**src/rtl/ep0_hs_pkg.sv**
```systemverilog
// Shared encodings for the endpoint-zero handshake sequencer.
package ep0_hs_pkg;
    typedef enum logic [1:0] {
        PID_OUT   = 2'd0,
        PID_IN    = 2'd1,
        PID_SETUP = 2'd2,
        PID_RSVD  = 2'd3
    } tok_pid_e;

    typedef enum logic [1:0] {
        RSP_ACK   = 2'd0,
        RSP_NAK   = 2'd1,
        RSP_STALL = 2'd2,
        RSP_NONE  = 2'd3
    } rsp_e;

    typedef enum logic [1:0] {
        PH_IDLE,
        PH_SETUP_PKT,
        PH_XFER
    } phase_e;

    localparam int CTRL_HOLD_BIT  = 0;
    localparam int CTRL_STALL_BIT = 1;
    localparam int CTRL_ARM_BIT   = 2;
    localparam int IRQ_TOK_BIT    = 0;
    localparam int IRQ_DATA_BIT   = 1;
endpackage

```
**src/rtl/ep0_setup_buf.sv**
```systemverilog
// Captures the SETUP data packet into a staging array and counts its bytes.
// On commit the staged bytes are copied into the firmware-visible buffer.
// Assumes bytes arrive only between a SETUP token and the next pkt_end.
module ep0_setup_buf #(
    parameter int LEN = 8,
    parameter int BW  = 8
) (
    input  logic              clk,
    input  logic              rst_n,
    input  logic              clear,
    input  logic              capture_en,
    input  logic              byte_valid,
    input  logic [BW-1:0]     byte_in,
    input  logic              commit,
    output logic              len_ok,
    output logic [LEN*BW-1:0] setup_data
);
    localparam int CW = $clog2(LEN + 2);
    localparam logic [CW-1:0] CNT_FULL = CW'(LEN);
    localparam logic [CW-1:0] CNT_OVER = CW'(LEN + 1);

    logic [CW-1:0] cnt_q;
    logic [BW-1:0] stage_q [LEN];

    // Byte counter, saturating one past the expected length.
    always_ff @(posedge clk) begin
        if (!rst_n || clear) begin
            cnt_q <= '0;
        end else if (capture_en && byte_valid && cnt_q != CNT_OVER) begin
            cnt_q <= cnt_q + 1'b1;
        end
    end

    assign len_ok = (cnt_q == CNT_FULL);

    for (genvar k = 0; k < LEN; k++) begin : g_byte
        // Stage byte k as it arrives.
        always_ff @(posedge clk) begin
            if (!rst_n) begin
                stage_q[k] <= '0;
            end else if (capture_en && byte_valid && cnt_q == CW'(k)) begin
                stage_q[k] <= byte_in;
            end
        end

        // Publish byte k when the packet has been accepted.
        always_ff @(posedge clk) begin
            if (!rst_n) begin
                setup_data[k*BW +: BW] <= '0;
            end else if (commit) begin
                setup_data[k*BW +: BW] <= stage_q[k];
            end
        end
    end

    assert_buf_hold_R4: assert property (@(posedge clk) disable iff (!rst_n)
        !commit |=> $stable(setup_data));
endmodule

```
**src/rtl/ep0_fw_regs.sv**
```systemverilog
// Firmware control bits (hold, stall, arm) and the two sticky interrupt flags.
// Hardware events take priority over a firmware write in the same cycle.
module ep0_fw_regs #(
    parameter int WW = 3
) (
    input  logic          clk,
    input  logic          rst_n,
    input  logic          fw_we,
    input  logic          fw_sel,
    input  logic [WW-1:0] fw_wdata,
    input  logic          setup_start,
    input  logic          tok_set,
    input  logic          data_set,
    output logic          hold,
    output logic          stall,
    output logic          arm,
    output logic          irq_tok,
    output logic          irq_data
);
    import ep0_hs_pkg::*;

    logic ctrl_wr, irq_wr;
    assign ctrl_wr = fw_we && !fw_sel;
    assign irq_wr  = fw_we && fw_sel;

    // Control bits: a SETUP token re-arms hold and drops stall and arm.
    always_ff @(posedge clk) begin
        if (!rst_n) begin
            hold  <= 1'b0;
            stall <= 1'b0;
            arm   <= 1'b0;
        end else if (setup_start) begin
            hold  <= 1'b1;
            stall <= 1'b0;
            arm   <= 1'b0;
        end else if (ctrl_wr) begin
            if (fw_wdata[CTRL_HOLD_BIT]) hold <= 1'b0;
            stall <= fw_wdata[CTRL_STALL_BIT];
            arm   <= fw_wdata[CTRL_ARM_BIT];
        end
    end

    // Sticky flags, cleared by a write of one, with set winning.
    always_ff @(posedge clk) begin
        if (!rst_n) begin
            irq_tok  <= 1'b0;
            irq_data <= 1'b0;
        end else begin
            if (tok_set)                                irq_tok <= 1'b1;
            else if (irq_wr && fw_wdata[IRQ_TOK_BIT])   irq_tok <= 1'b0;
            if (data_set)                               irq_data <= 1'b1;
            else if (irq_wr && fw_wdata[IRQ_DATA_BIT])  irq_data <= 1'b0;
        end
    end

    assert_setup_rearm_R13: assert property (@(posedge clk) disable iff (!rst_n)
        setup_start |=> hold && !stall && !arm);
    assert_tok_sticky_R12: assert property (@(posedge clk) disable iff (!rst_n)
        tok_set |=> irq_tok);
    assert_data_sticky_R12: assert property (@(posedge clk) disable iff (!rst_n)
        data_set |=> irq_data);
endmodule

```
**src/rtl/ep0_hs_fsm.sv**
```systemverilog
// Phase sequencer: follows SETUP, data and status stages of endpoint zero,
// decides the handshake for each token and hands data-stage tokens onward.
// Assumes a token and a pkt_end never share a cycle.
module ep0_hs_fsm #(
    parameter int EPW = 4
) (
    input  logic                  clk,
    input  logic                  rst_n,
    input  logic                  tok_valid,
    input  ep0_hs_pkg::tok_pid_e  tok_pid,
    input  logic [EPW-1:0]        tok_ep,
    input  logic                  pkt_end,
    input  logic                  pkt_crc_ok,
    input  logic                  len_ok,
    input  logic                  hold,
    input  logic                  stall,
    input  logic                  arm,
    input  logic                  dir_in_bit,
    output logic                  setup_start,
    output logic                  capture_en,
    output logic                  commit,
    output logic                  hs_valid,
    output ep0_hs_pkg::rsp_e      hs_code,
    output logic                  data_tok
);
    import ep0_hs_pkg::*;

    phase_e   phase_q;
    logic     pend_out_q, pend_status_q;
    logic     ep0_tok, stall_now;
    tok_pid_e status_pid;
    rsp_e     status_rsp;

    assign ep0_tok     = tok_valid && (tok_ep == '0);
    assign setup_start = ep0_tok && (tok_pid == PID_SETUP);
    assign capture_en  = (phase_q == PH_SETUP_PKT);
    assign commit      = capture_en && pkt_end && pkt_crc_ok && len_ok && !setup_start;
    assign stall_now   = stall && !hold;
    assign status_pid  = (arm && dir_in_bit) ? PID_OUT : PID_IN;

    // Status-stage answer from the firmware bits.
    always_comb begin
        if (stall_now)  status_rsp = RSP_STALL;
        else if (hold)  status_rsp = RSP_NAK;
        else            status_rsp = RSP_ACK;
    end

    // Phase tracking, pending OUT bookkeeping and registered responses.
    always_ff @(posedge clk) begin
        if (!rst_n) begin
            phase_q       <= PH_IDLE;
            pend_out_q    <= 1'b0;
            pend_status_q <= 1'b0;
            hs_valid      <= 1'b0;
            hs_code       <= RSP_ACK;
            data_tok      <= 1'b0;
        end else begin
            hs_valid <= 1'b0;
            data_tok <= 1'b0;
            if (setup_start) begin
                phase_q       <= PH_SETUP_PKT;
                pend_out_q    <= 1'b0;
                pend_status_q <= 1'b0;
            end else begin
                case (phase_q)
                    PH_SETUP_PKT: begin
                        if (pkt_end) begin
                            if (commit) begin
                                phase_q  <= PH_XFER;
                                hs_valid <= 1'b1;
                                hs_code  <= RSP_ACK;
                            end else begin
                                phase_q <= PH_IDLE;
                            end
                        end
                    end
                    PH_XFER: begin
                        if (ep0_tok && tok_pid == PID_IN) begin
                            if (status_pid == PID_IN) begin
                                hs_valid <= 1'b1;
                                hs_code  <= status_rsp;
                                if (status_rsp == RSP_ACK) begin
                                    phase_q    <= PH_IDLE;
                                    pend_out_q <= 1'b0;
                                end
                            end else if (stall_now) begin
                                hs_valid <= 1'b1;
                                hs_code  <= RSP_STALL;
                            end else begin
                                data_tok <= 1'b1;
                            end
                        end else if (ep0_tok && tok_pid == PID_OUT) begin
                            pend_out_q    <= 1'b1;
                            pend_status_q <= (status_pid == PID_OUT);
                            if (status_pid != PID_OUT && !stall_now) data_tok <= 1'b1;
                        end else if (pkt_end && pend_out_q) begin
                            pend_out_q <= 1'b0;
                            if (pend_status_q) begin
                                hs_valid <= 1'b1;
                                hs_code  <= status_rsp;
                                if (status_rsp == RSP_ACK) phase_q <= PH_IDLE;
                            end else if (stall_now) begin
                                hs_valid <= 1'b1;
                                hs_code  <= RSP_STALL;
                            end
                        end
                    end
                    default: ;
                endcase
            end
        end
    end

    assert_stall_gated_R9: assert property (@(posedge clk) disable iff (!rst_n)
        hs_valid && hs_code == RSP_STALL |-> $past(stall && !hold));
    assert_nak_on_hold_R7: assert property (@(posedge clk) disable iff (!rst_n)
        hs_valid && hs_code == RSP_NAK |-> $past(hold));
    assert_setup_acked_R5: assert property (@(posedge clk) disable iff (!rst_n)
        commit |=> hs_valid && hs_code == RSP_ACK);
    assert_single_action_R10: assert property (@(posedge clk) disable iff (!rst_n)
        !(hs_valid && data_tok));
    assert_code_legal_R9: assert property (@(posedge clk) disable iff (!rst_n)
        hs_valid |-> hs_code != RSP_NONE);
endmodule

```
**src/rtl/ep0_hs_seq.sv**
```systemverilog
// Top of the endpoint-zero handshake sequencer: joins the phase sequencer,
// the SETUP buffer and the firmware register bits.
// Assumes a decoded token/packet stream, one event per cycle.
module ep0_hs_seq #(
    parameter int SETUP_LEN = 8,
    parameter int BYTE_W    = 8,
    parameter int EP_W      = 4,
    parameter int FW_W      = 3
) (
    input  logic                        clk,
    input  logic                        rst_n,
    input  logic                        tok_valid,
    input  logic [1:0]                  tok_pid,
    input  logic [EP_W-1:0]             tok_ep,
    input  logic                        dat_valid,
    input  logic [BYTE_W-1:0]           dat_byte,
    input  logic                        pkt_end,
    input  logic                        pkt_crc_ok,
    input  logic                        fw_we,
    input  logic                        fw_sel,
    input  logic [FW_W-1:0]             fw_wdata,
    output logic                        hs_valid,
    output logic [1:0]                  hs_code,
    output logic                        data_tok,
    output logic                        irq_setup_tok,
    output logic                        irq_setup_data,
    output logic                        hold,
    output logic                        stall,
    output logic [SETUP_LEN*BYTE_W-1:0] setup_data
);
    import ep0_hs_pkg::*;

    tok_pid_e pid_t;
    rsp_e     rsp_t;
    logic     setup_start, capture_en, commit, len_ok, arm;

    assign pid_t   = tok_pid_e'(tok_pid);
    assign hs_code = rsp_t;

    ep0_hs_fsm #(.EPW(EP_W)) u_fsm (
        .clk(clk), .rst_n(rst_n),
        .tok_valid(tok_valid), .tok_pid(pid_t), .tok_ep(tok_ep),
        .pkt_end(pkt_end), .pkt_crc_ok(pkt_crc_ok), .len_ok(len_ok),
        .hold(hold), .stall(stall), .arm(arm),
        .dir_in_bit(setup_data[BYTE_W-1]),
        .setup_start(setup_start), .capture_en(capture_en), .commit(commit),
        .hs_valid(hs_valid), .hs_code(rsp_t), .data_tok(data_tok)
    );

    ep0_setup_buf #(.LEN(SETUP_LEN), .BW(BYTE_W)) u_buf (
        .clk(clk), .rst_n(rst_n),
        .clear(setup_start), .capture_en(capture_en),
        .byte_valid(dat_valid), .byte_in(dat_byte),
        .commit(commit), .len_ok(len_ok), .setup_data(setup_data)
    );

    ep0_fw_regs #(.WW(FW_W)) u_regs (
        .clk(clk), .rst_n(rst_n),
        .fw_we(fw_we), .fw_sel(fw_sel), .fw_wdata(fw_wdata),
        .setup_start(setup_start), .tok_set(setup_start), .data_set(commit),
        .hold(hold), .stall(stall), .arm(arm),
        .irq_tok(irq_setup_tok), .irq_data(irq_setup_data)
    );

    assert_foreign_ep_R2: assert property (@(posedge clk) disable iff (!rst_n)
        tok_valid && tok_ep != '0 && !pkt_end |=> !hs_valid && !data_tok);
endmodule

```
**config.mk**
```make
export PLATFORM = sky130hd
export DESIGN_NAME = ep0_hs_seq
export DESIGN_NICKNAME = d
export VERILOG_FILES = /design/src/rtl/ep0_hs_pkg.sv /design/src/rtl/ep0_setup_buf.sv /design/src/rtl/ep0_fw_regs.sv /design/src/rtl/ep0_hs_fsm.sv /design/src/rtl/ep0_hs_seq.sv
export SDC_FILE = /design/constraint.sdc
export NUM_CORES = 1
export LEC_CHECK = 0
export ABC_AREA = 1
export BUFFER_PORTS_ARGS = -buffer_cell sky130_fd_sc_hd__clkbuf_2
export CAP_MARGIN = 20
export CORE_ASPECT_RATIO = 1.2
export CORE_MARGIN = 2
export CORE_UTILIZATION = 60
export DETAILED_ROUTE_END_ITERATION = 8
export GPL_TIMING_DRIVEN = 0
export PLACE_DENSITY = 0.95
export SETUP_SLACK_MARGIN = 0.4
export SLEW_MARGIN = 10
export SYNTH_ARGS = -nofsm -noshare
export SYNTH_HDL_FRONTEND = slang
export SYNTH_HIERARCHICAL = 1
export SYNTH_SLANG_ARGS = --single-unit
```
**constraint.sdc**
```tcl
create_clock -name clk -period 4.8 [get_ports clk]
set_clock_uncertainty 0.05 [all_clocks]
set_input_delay 0.24 -clock clk [delete_from_list [all_inputs] [get_ports clk]]
set_output_delay 0.24 -clock clk [all_outputs]
set_load 0.03 [all_outputs]
```
==> qor.csv, run 1 <==
metric;value;unit
Hold Slack;49.85;ps
Critical Path Slowest Stage Cell;nor3b_1;
CTS tree;built;
commonest non-fill, non-tap cell in the layout;nor2_1;
initial core utilization;61.03;%
Routed WL;14.35;mm
CP Class;flip-flop to flip-flop;
GR Overflow Total;0;
worst-skew pair later-pin latency;420;ps
launch point of the worst reg-to-reg path;u_buf/cnt_q[0];
Worst Setup Slack post-DPL;1802;ps
YS warnings;6;
Yosys top cell by area;edfxtp_1;
Leak;3.149;nW
Setup-failing EPs final;0;
hold wc startpoint;rst_n;
max-cap viol count;0;
CTS resizes;0;
syn nets;646;
RSZ-0062 raised after global routing;false;
CP peak stage delay;710;ps
antenna violations before repair;0;
Synth Instances;615;
top cell type's share of synthesized area;33.43;%
DR DRC count;0;
proportion of layout cells with a drive suffix above 1;21.53;%
via/cell ratio;5.604;
Worst Setup End Kind;flip-flop;
GPL Wtd Cong;0.8591;
Hold Crit Class;input port to flip-flop;
DR WL/cell;16.57;um
fin. max-slew vios;0;
Setup crit start;u_buf/cnt_q[0];
PwrDens;365.4;mW/mm^2
Seq/Total Area, Yosys;61.65;%
nets;761;
Slew Limit Headroom;44.11;%
global-route wire length before repair;22.84;mm
Finished Layout Cells;866;
Top Ports;97;
largest net degree at the start of global routing;17;
FF-to-FF setup slack;1650;ps
clock-pin slew on the worst setup and hold paths;60;ps
fin util;73.11;%
syn avg cell area;9.346;sq um
# Post-CTS Setup Buffers;0;
core area;0.009418;sq mm
worst path cell trace;inv_1, ha_1, and3_2, nand3_1, nor3b_1, buf_2, clkbuf_1, o21ai_0, nor2_1;
area taken by multi-input logic gates;0.001927;sq mm
maximum clock frequency;317.8;MHz
CP max FO;10;
H-tree Lvls;4;
largest cells by area after synthesis;edfxtp_1 (33%), dfxtp_1 (28%), nor2_1 (14%), o21ai_0 (6.5%), nand2_1 (3.1%);
Rows;39;
clock root buffer;clkbuf_16;
area delta synth->final;19.79;%
mapped cell area;0.005748;sq mm
Setup WS post-layout;1654;ps
CTS max path bufs;2;
Filler cells;599;
port bufs;96;
First-pass DRT Iterations;6;
Die Span X;93.35;um
Worst Tran Pin Value;836.5;ps
Synth cell types;30;
Worst VDD drop;0.0002330;V
Worst Path Arrival;3420;ps
total negative setup slack;0;ps
final hold violations;0;
Critical Path RT;5080;ps
period utilisation layout;65.55;%
outcome;completed;
Clock Sinks;145;
placed instance count;834;
FF+latch count, synth;145;
vias in the first global route;4736;
Die Y;111.2;um
Register Area;0.003543;sq mm
vias after detailed routing;4853;
number of DRC markers in iteration 0;504;
CTS Buf Count;17;
most frequent cells in the layout;nor2_1 (218), clkbuf_2 (96), dfxtp_1 (81), o21ai_0 (75), edfxtp_1 (64);
crit start category;flip-flop;
Routed Antenna Nets;0;
Ant. Diodes;0;
Tmin final;3146;ps
Post-CTS Hold Buffers;0;
HPWL after detailed placement;9.476;mm
Total Routing Usage GR;29.00;%
die area;0.01038;sq mm
## power by group
| group | leakage, nW | total [mW] | switching (mW) | internal [mW] |
|---|---|---|---|---|
| registers | 1.31 | 1.31 | 0.00791 | 1.31 |
| clock network | 0.243 | 1.13 | 0.443 | 0.683 |
| logic | 1.59 | 0.0746 | 0.0564 | 0.0182 |
| total | 3.15 | 2.52 | 0.508 | 2.01 |
## cells by family (layout without fill, tap and decap cells)
| group | after synthesis | after routing | synth area share (%) |
|---|---|---|---|
| AOI/OAI and AO/OA | 88 | 88 | 7.793 |
| and+or+nand+nor | 310 | 310 | 24.42 |
| DFF | 145 | 145 | 61.65 |
| adders and majority gates | 6 | 6 | 1.306 |
| buffers and inverters | 66 | 194 | 4.832 |
## synth_stat cells
library cell and count:
ha_1 6, edfxtp_1 64, nand3_1 15, nand2_1 47
clkinv_2 2, nand3_4 1, nor2_2 4, a21oi_2 2
nand4_1 2, inv_2 4, dfxtp_1 81, nor3_2 1
nand4_2 2, nor3b_1 1, nor4_1 1, nand4_4 6
and2_1 1, buf_2 7, nand2_2 3, buf_4 3
inv_1 37, o21ai_0 75, and3_2 1, nand3_2 3
a21oi_1 11, or2_2 1, buf_6 1, nor2_1 218
nor2_4 3, clkbuf_1 12
## final cells by class
class,instances,area share (%)
clock inverters,3,0.1817
flip-flops and latches,145,51.46
multi-input cells,404,27.98
inverters,43,2.381
repair buffers,96,6.978
plain buffers,23,1.654
well taps,123,2.235
clock buffers,29,7.123
## registers in the layout, summed over array words and instances, names as in the netlist
name	count
u_buf/setup_data	64
u_buf/stage_q	64
u_buf/cnt_q	4
u_fsm/hs_code	2
u_fsm/phase_q	2
u_fsm/data_tok	1
u_fsm/hs_valid	1
u_fsm/pend_out_q	1
u_fsm/pend_status_q	1
u_regs/arm	1
u_regs/hold	1
u_regs/irq_data	1
u_regs/irq_tok	1
u_regs/stall	1
## worst max-delay path: cells and delay by family, from the launching register on
family                   cells  cell delay [ps]
flip-flops                   1              350
buffers and inverters        3              870
AO/OA/AOI/OAI                1              170
adder cells (fa/ha/maj)      1              370
AND/OR/NAND/NOR              4             1240
## per-layer routing
metal / track usage, % / up-vias / share of wire (%)
li1: - / 2235 / -
met1: 31.51 / 2234 / 35
met2: 49.54 / 310 / 51
met3: 7.886 / 74 / 8.7
met4: 17.55 / 0 / 5.3
met5: 0 / - / 0
## stage by stage
step | cell area (sq um) | total power, mW
after CTS | 6885 | 2.532
final | 6885 | 2.516
after detailed placement | 6382 | 1.411
after global placement | 6382 | 1.406
after global routing | 6885 | 2.591
after floorplan | 5748 | 1.378
## worst paths after layout
kind	end	cells after the start
setup / recovery	u_buf/setup_data[16]	9
hold / removal	u_fsm/hs_code[0]	3
setup reg to reg	u_buf/setup_data[16]	9
hold reg to reg	u_buf/setup_data[37]	2
Power figures use the tool's default switching activity.
==> inputs of run 2 (changes only) <==
--- a/config.mk
+++ b/config.mk
@@ -10,10 +10,10 @@
 export CAP_MARGIN = 20
 export CORE_ASPECT_RATIO = 1.2
 export CORE_MARGIN = 2
-export CORE_UTILIZATION = 60
+export CORE_UTILIZATION = 50
 export DETAILED_ROUTE_END_ITERATION = 8
 export GPL_TIMING_DRIVEN = 0
-export PLACE_DENSITY = 0.95
+export PLACE_DENSITY = 0.86
 export SETUP_SLACK_MARGIN = 0.4
 export SLEW_MARGIN = 10
 export SYNTH_ARGS = -nofsm -noshare
==> constraint.sdc (replaced) <==
create_clock -name clk -period 2.5 [get_ports clk]
set_clock_uncertainty 0.05 [all_clocks]
set_input_delay 0.125 -clock clk [delete_from_list [all_inputs] [get_ports clk]]
set_output_delay 0.125 -clock clk [all_outputs]
set_load 0.03 [all_outputs]
==> run 2 against run 1 <==
Clock-buffer cell count is 11 lower; critical path depth is 2 lower; sequential share of layout area is 2.4 points lower; flip-flop and latch count stayed put; critical endpoint is now u_buf/stage_q[0][18]; via count is 1.7% lower; highest routed layer unchanged; combinational power is 110% higher; die area is 19% higher; sequential power is 92% higher; clock power is 130% higher.
==> qor.csv, run 2 (synthesized netlist as in run 1, its figures left out) <==
metric;value;unit
most frequent cells in the layout;nor2_1 (218), clkbuf_2 (97), dfxtp_1 (79), o21ai_0 (75), edfxtp_1 (64);
Routed Antenna Nets;0;
outcome;completed;
area delta synth->final;25.62;%
Finished Layout Cells;908;
nets;772;
HPWL after detailed placement;9.062;mm
DR WL/cell;16.13;um
hold path depth;4;
launch point of the worst reg-to-reg path;u_fsm/phase_q[1];
Rows;42;
Setup WS post-layout;487.7;ps
core area;0.01114;sq mm
crit start category;flip-flop;
initial core utilization;51.59;%
Die Span X;101.9;um
Worst Setup End Kind;flip-flop;
Leak;3.289;nW
Die Y;121.5;um
Filler cells;850;
clock-pin slew on the worst setup and hold paths;60;ps
Clock Sinks;145;
Worst Path Arrival;2060;ps
period utilisation layout;80.49;%
Ant. Diodes;0;
hold endpoint;u_regs/irq_tok;
GPL Wtd Cong;0.9112;
final hold violations;0;
Total Routing Usage GR;24.29;%
Top Ports;97;
Worst Setup Slack post-DPL;-183.4;ps
global-route wire length before repair;22.75;mm
worst-skew pair later-pin latency;410;ps
antenna violations before repair;0;
fin util;64.81;%
area taken by multi-input logic gates;0.001973;sq mm
maximum clock frequency;496.9;MHz
CTS tree;built;
vias after detailed routing;4769;
Routed WL;14.65;mm
Tmin final;2012;ps
Register Area;0.003546;sq mm
CP Class;flip-flop to flip-flop;
die area;0.01237;sq mm
Worst VDD drop;0.0005590;V
Slew Limit Headroom;56.42;%
largest net degree at the start of global routing;17;
hold wc startpoint;fw_we;
Critical Path RT;2550;ps
Top Registers;u_buf/setup_data: 64 flops, u_buf/stage_q: 64 flops, u_buf/cnt_q: 4 flops;
reg2reg path depth;7;
CTS Buf Count;17;
GR Overflow Total;0;
max-cap viol count;0;
PwrDens;730.9;mW/mm^2
Worst Tran Pin Value;650.1;ps
Hold Crit Class;input port to flip-flop;
worst reg2reg endpoint;u_buf/stage_q[0][18];
fin. max-slew vios;0;
First-pass DRT Iterations;5;
port bufs;96;
CTS max path bufs;2;
clock root buffer;clkbuf_16;
H-tree Lvls;4;
via/cell ratio;5.252;
vias in the first global route;4577;
CP max FO;10;
Setup-failing EPs final;0;
placed instance count;865;
proportion of layout cells with a drive suffix above 1;25.99;%
number of DRC markers in iteration 0;537;
DR DRC count;0;
FF-to-FF setup slack;490;ps
RSZ-0062 raised after global routing;false;
commonest non-fill, non-tap cell in the layout;nor2_1;
-- run 2: changes by cell type in the layout (fill, tap and decap cells not counted), moves of 3 or more --
cell / before / now
buf_2: 7 / 0
buf_4: 3 / 14
bufinv_16: 0 / 3
clkbuf_1: 22 / 7
clkbuf_4: 0 / 5
dlygate4sd3_1: 0 / 5
inv_6: 0 / 3
nand2_1: 47 / 40
nand2_2: 3 / 10
-- run 2: routing by layer --
layer | GRT usage [%] | vias to the layer above | part of all wire (%)
met2 | 41.28 | 256 | 50
met4 | 9.750 | 0 | 3.0
met1 | 29.61 | 2207 | 38
met3 | 5.588 | 44 | 8.3
li1 | - | 2262 | -
met5 | 0 | - | 0
-- run 2: how the worst max path moves through the flow --
stage	start	endpoint	slack, ps	cells after the start
2_1_floorplan	u_buf/cnt_q[0]	u_buf/setup_data[7]	470	10
3_3_place_gp	u_buf/cnt_q[0]	u_buf/setup_data[13]	-140	10
3_5_place_dp	u_buf/cnt_q[0]	u_buf/setup_data[24]	-180	9
4_1_cts	u_buf/cnt_q[0]	u_buf/setup_data[35]	380	9
5_1_grt	u_fsm/phase_q[1]	u_buf/stage_q[0][18]	400	7
6_report	u_fsm/phase_q[1]	u_buf/stage_q[0][18]	490	7
-- run 2: critical path, stage by stage (launching register included) --
cell and delay (ps):
dfxtp_1 330, inv_1 60, ha_1 270, nand2_1 150, clkinv_2 190, buf_4 240
nand3_1 150, nand2_2 250
-- run 2: through the flow --
step | total power, mW | TNS [ps] | hold WS (ps) | area, sq um
6_report | 5.278 | 0 | 18.92 | 7221
5_1_grt | 5.409 | 0 | 39.54 | 7221
4_1_cts | 5.293 | 0 | 1.062 | 7147
3_5_place_dp | 2.710 | -7805 | 348.4 | 6426
3_3_place_gp | 2.707 | -7259 | 337.5 | 6426
2_1_floorplan | 2.645 | 0 | 195.4 | 5753
-- run 2: timing repair --
item | 4_1_cts | 5_1_grt
gates resized for setup | 20 | 23
cloned | 1 | 0
pin swaps | 1 | 3
hold buffers | 5 | 0
setup buffers | 1 | 4
endpoints found under the setup margin | 64 | 117
endpoints found under the hold margin | 8 | 0
-- run 2: report_power, final --
group | internal [mW] | switching (mW) | total (mW) | leakage (nW)
Combinational | 0.0423 | 0.115 | 0.157 | 1.68
Clock | 1.59 | 1.01 | 2.60 | 0.297
Sequential | 2.51 | 0.0134 | 2.52 | 1.31
-- run 2: final cells by class --
cell class | instances | share of cell area, %
Buffer | 23 | 2.201
Clock buffer | 18 | 5.944
Clock inverter | 14 | 2.478
Inverter | 43 | 2.305
Multi-Input combinational cell | 404 | 27.33
Sequential cell | 145 | 49.11
Tap cell | 154 | 2.669
Timing Repair Buffer | 107 | 7.971
==> inputs of run 3 (changes only) <==
==> constraint.sdc (replaced) <==
create_clock -name clk -period 1.8 [get_ports clk]
set_clock_uncertainty 0.05 [all_clocks]
set_input_delay 0.09 -clock clk [delete_from_list [all_inputs] [get_ports clk]]
set_output_delay 0.09 -clock clk [all_outputs]
set_load 0.03 [all_outputs]
==> run 3 against run 2 <==
The flow now finishes with violations (design-rule violations, negative setup slack); critical path depth grew 4; total power grew 42%; combinational power grew 71%; worst setup slack lost 590 ps; flip-flop and latch count is the same; sequential power grew 40%; critical path type unchanged; highest routed layer unchanged.
==> qor.csv, run 3 (synthesized netlist as in run 1, its figures left out) <==
metric;value;unit
Internal;5.748;mW
Critical Path RT;2050;ps
Comb pwr share;3.6;%
nets;800;
maximum clock frequency;524.5;MHz
largest net degree at the start of global routing;17;
net switching power;1.740;mW
Routed Antenna Nets;0;
port bufs;96;
sequential share of power;47.0;%
DR DRC count;1;
worst-skew pair later-pin latency;440;ps
die area;0.01237;sq mm
Critical Path Slowest Stage Cell;dfxtp_4;
Setup WS post-layout;-106.6;ps
via/cell ratio;5.913;
area delta synth->final;47.89;%
GR Layer Usage met1;32.35;%
Worst VDD drop;0.0007254;V
Slew Limit Headroom;53.80;%
clock-pin slew on the worst setup and hold paths;60;ps
CTS tree;built;
GR Overflow Total;0;
core area;0.01114;sq mm
Die Y;121.5;um
CTS max path bufs;2;
vias after detailed routing;5535;
Routed WL;20.14;mm
switching share of power;23.24;%
Setup-failing EPs final;60;
Die Span X;101.9;um
Buf+Inv Stages, Crit Path;5;
First-pass DRT Iterations;9;
Worst Tran Pin Value;689.3;ps
period utilisation layout;105.9;%
H-tree Lvls;4;
global-route wire length before repair;27.42;mm
worst path cell trace;inv_4, ha_4, and3_4, nand3_4, nor3b_4, buf_6, buf_12, inv_12, buf_8, nor2_2, nor2_1;
CP Class;flip-flop to flip-flop;
met3 GRT Util;7.776;%
initial core utilization;51.59;%
antenna violations before repair;0;
GPL Wtd Cong;0.9210;
Top Registers;u_buf/setup_data: 64 flops, u_buf/stage_q: 64 flops, u_buf/cnt_q: 4 flops;
Rows;42;
Top Ports;97;
number of DRC markers in iteration 0;525;
proportion of layout cells with a drive suffix above 1;46.16;%
failing checks;design-rule violations, negative setup slack;
PwrDens;880.9;mW/mm^2
busiest layer in global routing;met2;
fin. max-slew vios;0;
M2 GR Usage;51.56;%
CP peak stage delay;350;ps
crit start category;flip-flop;
Total Routing Usage GR;29.88;%
HPWL after detailed placement;9.569;mm
clock root buffer;clkbuf_16;
delay-heaviest family, CP;simple AND/OR/NAND/NOR gates;
Worst Setup Slack post-DPL;-331.7;ps
DR WL/cell;21.51;um
fin util;76.30;%
max-cap viol count;0;
most frequent cells in the layout;nor2_1 (111), clkbuf_2 (96), dfxtp_1 (74), nor2_2 (72), o21ai_0 (67);
final hold violations;0;
Worst Setup End Kind;flip-flop;
CP max FO;10;
vias in the first global route;5148;
Tmin final;1907;ps
Hold Crit Class;input port to flip-flop;
Clock Sinks;145;
Leak;3.499;nW
clock share of power;49.4;%
outcome;finished with violations;
commonest non-fill, non-tap cell in the layout;nor2_1;
Ant. Diodes;0;
CTS Buf Count;17;
Worst Path Arrival;2160;ps
RSZ-0062 raised after global routing;true;
-- run 3: final cells by class --
cell class                 count  area (sq um)
sequential                   145          3562
multi-input combinational    404          2761
fill                         632          2640
timing repair buffer         134         888.4
clock buffer                  17         425.4
buffer                        23         277.8
inverter                      43         198.9
tap                          154         192.7
clock inverter                15         182.7
timing repair inverter         1         11.26
-- run 3: repair_timing --
action,CTS,global route
endpoints found under the setup margin,164,202
resized for setup,143,109
pin swaps,26,19
hold buffers,8,0
setup buffers,17,8
hold endpoints to repair,8,0
gates cloned,4,2
-- run 3: worst register-to-register path: cells and delay by family, from the launching register on --
| family | cells | cell delay (ps) |
|---|---|---|
| buffers and inverters | 5 | 620 |
| and+or+nand+nor | 5 | 620 |
| adders and majority gates | 1 | 130 |
| DFF | 1 | 350 |
-- run 3: layer usage --
metal	part of all wire [%]	vias up
met5	0	-
met4	7.2	0
met3	8.1	131
met2	51	407
met1	33	2667
li1	-	2330
-- run 3: final timing paths --
check                       startpoint                    to  slack (ps)  depth (start not counted)
setup / recovery        u_buf/cnt_q[0]  u_buf/setup_data[34]        -110                         11
hold / removal              tok_pid[1]   u_fsm/pend_status_q          10                          4
setup reg to reg        u_buf/cnt_q[0]  u_buf/setup_data[34]        -110                         11
hold reg to reg   u_buf/stage_q[0][19]  u_buf/setup_data[19]         440                          2
-- run 3: power groups by stage --
stage	Combinational [mW]	Clock [mW]	Sequential (mW)
floorplan	0.112	0	3.57
detailed placement	0.199	0	3.57
CTS	0.234	3.62	3.51
global placement	0.191	0	3.57
finish	0.268	3.70	3.52
global route	0.281	3.85	3.52
-- run 3: metrics by stage --
| step | std cells | hold WS (ps) | TNS [ps] | power, mW | instance area [sq um] |
|---|---|---|---|---|---|
| floorplan | 615 | 160.4 | 0 | 3.680 | 5942 |
| global placement | 865 | 302.7 | -15590 | 3.760 | 6615 |
| detailed placement | 865 | 324.6 | -17330 | 3.769 | 6615 |
| CTS | 926 | 2.742 | -129.6 | 7.357 | 8000 |
| global route | 936 | 25.96 | -7359 | 7.648 | 8501 |
| finish | 936 | 13.00 | -3487 | 7.488 | 8501 |
